[src/rtl/hz_pkg.sv]
package hz_pkg;
    typedef enum logic [1:0] {
        CF_NONE = 2'd0,
        CF_COND = 2'd1,
        CF_JUMP = 2'd2,
        CF_REG  = 2'd3
    } cf_class_e;

    typedef struct packed {
        logic br_wait;
    } seq_state_t;

    typedef struct packed {
        logic hold_fetch;
        logic hold_dec;
        logic bubble_ex;
        logic squash_dec;
        logic redirect;
    } ctl_out_t;
endpackage

[src/rtl/hz_src_match.sv]
module hz_src_match #(
    parameter int AW   = 5,
    parameter int NSRC = 2
) (
    input  logic [NSRC*AW-1:0] srcs,
    input  logic [NSRC-1:0]    src_use,
    input  logic [AW-1:0]      dst,
    input  logic               wen,
    output logic               hit
);
    logic [NSRC-1:0] per_src;
    logic            dst_live;

    assign dst_live = wen && (dst != '0);

    for (genvar i = 0; i < NSRC; i++) begin : g_src
        assign per_src[i] = dst_live && src_use[i] && (srcs[AW*i +: AW] == dst);
    end

    assign hit = |per_src;
endmodule

[src/rtl/hz_cf_seq.sv]
module hz_cf_seq
    import hz_pkg::*;
(
    input  logic      clk,
    input  logic      rst_n,
    input  logic      data_hit,
    input  cf_class_e dec_cf,
    input  logic      ex_resolved,
    output ctl_out_t  ctl
);
    seq_state_t st_d, st_q;

    always_comb begin
        st_d = st_q;
        ctl  = '0;
        if (st_q.br_wait) begin
            ctl.squash_dec = 1'b1;
            if (ex_resolved) begin
                ctl.redirect  = 1'b1;
                st_d.br_wait  = 1'b0;
            end else begin
                ctl.hold_fetch = 1'b1;
            end
        end else if (data_hit) begin
            ctl.hold_fetch = 1'b1;
            ctl.hold_dec   = 1'b1;
            ctl.bubble_ex  = 1'b1;
        end else begin
            case (dec_cf)
                CF_JUMP: begin
                    ctl.redirect   = 1'b1;
                    ctl.squash_dec = 1'b1;
                end
                CF_COND, CF_REG: begin
                    ctl.hold_fetch = 1'b1;
                    ctl.squash_dec = 1'b1;
                    st_d.br_wait   = 1'b1;
                end
                default: ;
            endcase
        end
    end

    always_ff @(posedge clk) begin
        if (!rst_n) st_q <= '0;
        else        st_q <= st_d;
    end


    wait_enter_chk: assert property (@(posedge clk) disable iff (!rst_n)
        (!st_q.br_wait && !data_hit && (dec_cf == CF_COND || dec_cf == CF_REG)) |=> st_q.br_wait);


    stall_no_wait_chk: assert property (@(posedge clk) disable iff (!rst_n)
        (!st_q.br_wait && data_hit) |=> !st_q.br_wait);


    resolve_clear_chk: assert property (@(posedge clk) disable iff (!rst_n)
        (st_q.br_wait && ex_resolved) |=> !st_q.br_wait);


    resolve_only_waiting_chk: assert property (@(posedge clk) disable iff (!rst_n)
        ex_resolved |-> st_q.br_wait);
endmodule

[src/rtl/pipe_hazard_unit.sv]
module pipe_hazard_unit
    import hz_pkg::*;
#(
    parameter int AW       = 5,
    parameter int NSRC     = 2,
    parameter bit WB_SPLIT = 1'b0
) (
    input  logic                clk,
    input  logic                rst_n,
    input  logic [NSRC*AW-1:0]  dec_src,
    input  logic [NSRC-1:0]     dec_src_use,
    input  logic [1:0]          dec_cf,
    input  logic [3*AW-1:0]     lat_dst,
    input  logic [2:0]          lat_wen,
    input  logic                ex_resolved,
    output logic                hold_fetch,
    output logic                hold_dec,
    output logic                bubble_ex,
    output logic                squash_dec,
    output logic                redirect
);
    localparam int NSTG   = 3;
    localparam int WB_IDX = NSTG - 1;

    logic [NSTG-1:0] stage_hit;
    ctl_out_t        ctl;

    for (genvar s = 0; s < NSTG; s++) begin : g_stage
        if (WB_SPLIT && s == WB_IDX) begin : g_split
            assign stage_hit[s] = 1'b0;
        end else begin : g_cmp
            hz_src_match #(.AW(AW), .NSRC(NSRC)) cmp_i (
                .srcs    (dec_src),
                .src_use (dec_src_use),
                .dst     (lat_dst[AW*s +: AW]),
                .wen     (lat_wen[s]),
                .hit     (stage_hit[s])
            );
        end
    end

    hz_cf_seq seq_i (
        .clk         (clk),
        .rst_n       (rst_n),
        .data_hit    (|stage_hit),
        .dec_cf      (cf_class_e'(dec_cf)),
        .ex_resolved (ex_resolved),
        .ctl         (ctl)
    );

    assign hold_fetch = ctl.hold_fetch;
    assign hold_dec   = ctl.hold_dec;
    assign bubble_ex  = ctl.bubble_ex;
    assign squash_dec = ctl.squash_dec;
    assign redirect   = ctl.redirect;


    raw_stall_chk: assert property (@(posedge clk) disable iff (!rst_n)
        ((|stage_hit) && !squash_dec && !redirect) |-> (bubble_ex && hold_dec && hold_fetch));


    redirect_squash_chk: assert property (@(posedge clk) disable iff (!rst_n)
        redirect |-> (squash_dec && !hold_fetch && !bubble_ex));
endmodule

[config.mk]
export PLATFORM = sky130hd
export DESIGN_NAME = pipe_hazard_unit
export DESIGN_NICKNAME = d
export VERILOG_FILES = /design/src/rtl/hz_pkg.sv /design/src/rtl/hz_src_match.sv /design/src/rtl/hz_cf_seq.sv /design/src/rtl/pipe_hazard_unit.sv
export SDC_FILE = /design/constraint.sdc
export NUM_CORES = 1
export LEC_CHECK = 0
export BUFFER_PORTS_ARGS = -buffer_cell sky130_fd_sc_hd__buf_4
export CAP_MARGIN = 10
export CORE_AREA = 3 3 40 42
export DETAILED_ROUTE_END_ITERATION = 12
export DIE_AREA = 0 0 43 45
export MAX_ROUTING_LAYER = met4
export PLACE_DENSITY = 0.85
export SLEW_MARGIN = 0
export SYNTH_ARGS = -nofsm -noshare
export SYNTH_HDL_FRONTEND = slang
export SYNTH_SLANG_ARGS = --single-unit
[constraint.sdc]
create_clock -name clk -period 5.2 [get_ports clk]
set_input_delay 1.04 -clock clk [delete_from_list [all_inputs] [get_ports clk]]
set_output_delay 1.04 -clock clk [all_outputs]
set_load 0.005 [all_outputs]
Word level (Yosys, flattened, before mapping)
Index checks and enable logic that the tools add are counted.

Register bits: 1. Input bits: 35. Output and inout port bits: 5. Logic and storage cells: 44.

Equal/unequal tests: 9. Multiplexer cells: 13. Reductions and logical operators: 21.

Operators by type and width (count): == test 5 bit (6); logical AND 1 bit (15); nonzero test 5 bit (3); 2-to-1 mux 1 bit (9); 2-to-1 mux 2 bit (4); OR reduction 6 bit (1); == test 2 bit, second input constant (2); OR reduction 3 bit (1); == test 2 x 1 -> 1 bit, second input constant (1); OR reduction 2 bit (1).

Longest topological paths before layout
Word-level depth: 7. Gate-level depth with buffers: 6. Depth with buffers taken out: 5.

Cells and area by module
Synthesis repeated with hierarchy kept, for this count alone.

Cell total of the unflattened synthesis: 63. Area total of the unflattened synthesis: 498.0 µm².

Modules (own cells, without submodules): hz_src_match (times used 3, cells an instance 17, area an instance 133.9 µm², sequential area each 0.0 µm²); hz_cf_seq (times used 1, cells an instance 11, area an instance 90.1 µm², sequential area each 20.0 µm²); pipe_hazard_unit (times used 1, cells an instance 1, area an instance 6.3 µm², sequential area each 0.0 µm²).

Worst setup path before layout
Ideal clock, no wire load.

Path kind: input-to-output. From: input port lat_dst[0]. To: output port hold_dec. Arrival: 2.224 ns. Required time: 4.160 ns. Path slack: 1.936 ns. Stages on the path: 5. Buffers on the path: 1. Cell sequence: or4_1 o21a_1 a32oi_4 a21oi_1 buf_4.

Word-level cells in the longest chain between the ends: 7. Elaborated cells on any way between the ends: 11. Those cells by class: eq/ne: 2; mux: 2; reduce/logical: 7.

RTL lines: from (decl) (RTL line pipe_hazard_unit.sv:13) `input logic [3*AW-1:0] lat_dst,`; nonzero test 5 bit (RTL line hz_src_match.sv:14) `assign dst_live = wen && (dst != '0);`; logical AND 1 bit (RTL line hz_src_match.sv:14); logical AND 1 bit (2 in a row) (RTL line hz_src_match.sv:17) `assign per_src[i] = dst_live && src_use[i] && (srcs[AW*i +: AW] == dst);`; OR reduction 6 bit * (RTL line pipe_hazard_unit.sv:45) `.data_hit (|stage_hit),`; 2-to-1 mux 2 bit * (RTL line hz_cf_seq.sv:24) `end else if (data_hit) begin`; 2-to-1 mux 2 bit * (RTL line hz_cf_seq.sv:16) `if (st_q.br_wait) begin`; to (decl) (RTL line pipe_hazard_unit.sv:17) `output logic hold_dec,`.

Every way passes the cells marked *; elsewhere a longest branch is shown, timed or not.

Final worst setup path
From: input port lat_dst[0]. To: output port redirect.

Word-level cells in the longest chain between the ends: 7. Elaborated cells on any way between the ends: 11. Those cells by class: eq/ne: 2; mux: 2; reduce/logical: 7.

RTL lines: nonzero test 5 bit (RTL line hz_src_match.sv:14); logical AND 1 bit (RTL line hz_src_match.sv:14); logical AND 1 bit (2 in a row) (RTL line hz_src_match.sv:17); OR reduction 6 bit * (RTL line pipe_hazard_unit.sv:45); 2-to-1 mux 2 bit * (RTL line hz_cf_seq.sv:24); 2-to-1 mux 2 bit * (RTL line hz_cf_seq.sv:16); to (decl) (RTL line pipe_hazard_unit.sv:20) `output logic redirect`.

Marked as above.

==> flow_summary.yaml <==
status:
  status: "completed"
yosys:
  synth_ff_type: "dfxtp_1"
  ys_types: 21
  ys_seq_area_frac: 0.0389
  synthArstFlopShare: 0
  yosysWarnings: 0
  synth_commonest_cells: "xnor2_1 (30), nand2_1 (7), nand4_1 (6), o22ai_1 (3)"
  yosys.area.top_type_share: 0.511
  ys_ff_latch: 1
  synthesis.instances: 65
  syn_nets: 100
  syn_area_per_cell_um2: 7.91
  synth_largest_area_cell: "xnor2_1"
  synth_edf_count: 0
  synth_area_um2: 514
  synth_most_common_cell: "xnor2_1"
  synth_area_leaders: "xnor2_1 (51%), nand4_1 (7.3%), a32oi_4 (5.4%), nand2_1 (5.1%), dfxtp_1 (3.9%)"
hold_path:
  hp-class: "flop to flop"
  holdPathStages: 2
  min_from: "seq_i.st_q$_SDFF_PN0_"
  worst_hold_path.endpoint: "seq_i.st_q$_SDFF_PN0_"
placed_design:
  place_area_um2: 818
  dpl.cell_count: 118
  gp_congestion: 0.842
  place_hpwl_mm: 1.48
  io_buffer_count: 39
global_routing:
  first_global_vias: 637
  antenna_found_initial: 0
  track_usage: 0.184
  overflow: 0
  grt_max_degree: 8
  grt_pass1_wl_mm: 2.75
flow_run:
  maxCapViolations: 0
final_layout:
  drive_gt1_frac: 0.408
  largest_register_ffs: 1
  multi_input_area_um2: 487
  final_area_um2: 818
  areaGrowthSynthToFinish_pct: 59.1
  regArea_um2: 20.0
  num-fill-cells: 113
  fin_nets: 140
  top_regs: "seq_i.st_q: 1 flops"
  instances_no_fill: 118
  largest_register: "seq_i.st_q"
  diodes: 0
timing:
  holdWs_ns: 0.711
  layout_min_cycle_time_ns: 3.48
  worstMarginPinSlew_ns: 0.394
  setup_tns_ns: 0
  hold_violations: 0
  finClkSkew_ns: 0
  maxSlewViolCount: 0
  max_slew_margin: 0.736
  period_share: 0.668
  setup_viol: 0
  max_freq_mhz: 288
  rsz0062_at_grt: "false"
route:
  ant_nets: 0
  viasPerCell: 5.22
  drt_pass1_iterations: 4
  vias: 616
  wire_per_inst_um: 13.7
  drc: 0
  drtIter0Drc: 11
  drt-total-wl_mm: 1.62
die:
  die_x_um: 43
  dieArea_um2: 1940
  ioPinCount: 40
  start_util: 0.400
  coreArea_um2: 1280
  num_rows: 13
  die_h_um: 45
clock_tree:
  clk_pin_slew_ns: 0
  cts_resized: 0
  postCtsSetupBuffers: 0
  clk_latency_ns: 0
  cts_hold_buf: 0
worst_setup_path:
  reg2reg_from: "seq_i.st_q$_SDFF_PN0_"
  critical_path.cell_chain: "buf_4 > or4_1 > o21a_1 > a32oi_4 > a32o_2 > buf_4"
  end_kind: "primary output"
  r2r_cells: 2
  crit_type: "input port to primary output"
  cp_max_fo: 5
  timing.rr.end: "seq_i.st_q$_SDFF_PN0_"
  critPathLaunchType: "input port"
  arrival_ns: 2.44
  cpPeakStageDelay_ns: 0.51
  cpMostUsedCell: "buf_4"
  required_ns: 4.16
  cpMaxStageDelayCell: "or4_1"
  r2r_slack_ns: 4.24
power:
  combPwrFrac: 0.879
  power_density_nw_per_um2: 98.9
  swShare: 0.364
  clockPowerShare: 0
  power_leakage_nw: 0.317
  p_int_mw: 0.0515
  irDropWorstVdd_mv: 0.0713
  switching_power_mw: 0.0294
  p_seq_frac: 0.121
==> cell families (layout without fill, tap and decap cells) <==
family,count (synthesis),in the layout,synth area share
xor+xnor,30,30,0.511
flops,1,1,0.0389
simple gates,22,22,0.231
buf+inv,1,39,0.0146
compound gates,11,11,0.204
==> worst max-delay path, delay by kind of cell <==
family | cells | cell delay, ns
AOI/OAI and AO/OA | 3 | 0.66
buffers and inverters | 2 | 0.23
and+or+nand+nor | 1 | 0.51
==> how the worst max path moves through the flow <==
stage                    start  endpoint  slack, ns  cells after the start
floorplan           lat_dst[0]  hold_dec       1.94                      5
global placement    lat_dst[0]  redirect       1.76                      6
detailed placement  lat_dst[0]  redirect       1.72                      6
CTS                 lat_dst[0]  redirect       1.72                      6
global route        lat_dst[0]  redirect       1.65                      6
finish              lat_dst[0]  redirect       1.72                      6
==> layout make-up <==
class / count / share of cell area
Sequential cell: 1 / 0.0245
Multi-Input combinational cell: 63 / 0.595
Tap cell: 15 / 0.0229
Timing Repair Buffer: 39 / 0.358
==> placed cells by master, fill, tap and decap left out, types with 2 or more instances in the layout <==
master,instances
nor2_1,2
nand4_1,6
nand2_1,7
or4_1,2
buf_4,39
o22ai_1,3
xnor2_1,30
==> stage by stage <==
step / power (mW) / setup slack, ns / utilization
global route: 0.0876 / 1.65 / 0.637
finish: 0.0809 / 1.72 / 0.637
floorplan: 0.0424 / 1.94 / -
CTS: 0.0812 / 1.72 / 0.637
detailed placement: 0.0810 / 1.72 / 0.637
global placement: 0.0792 / 1.76 / 0.637
==> metal layers <==
layer	wire (um)	GRT usage
met1	662	0.220
met2	802	0.347
met3	116	0.00398
met4	37	0.0361
met5	0	-
==> power groups by stage <==
stage	sequential [mW]	combinational [mW]	clock, mW
final	0.00976	0.0712	0
after global routing	0.00996	0.0777	0
after CTS	0.00980	0.0714	0
after detailed placement	0.00980	0.0712	0
after global placement	0.00967	0.0696	0
after floorplan	0.00952	0.0329	0
(Power assumes the default switching activity.)
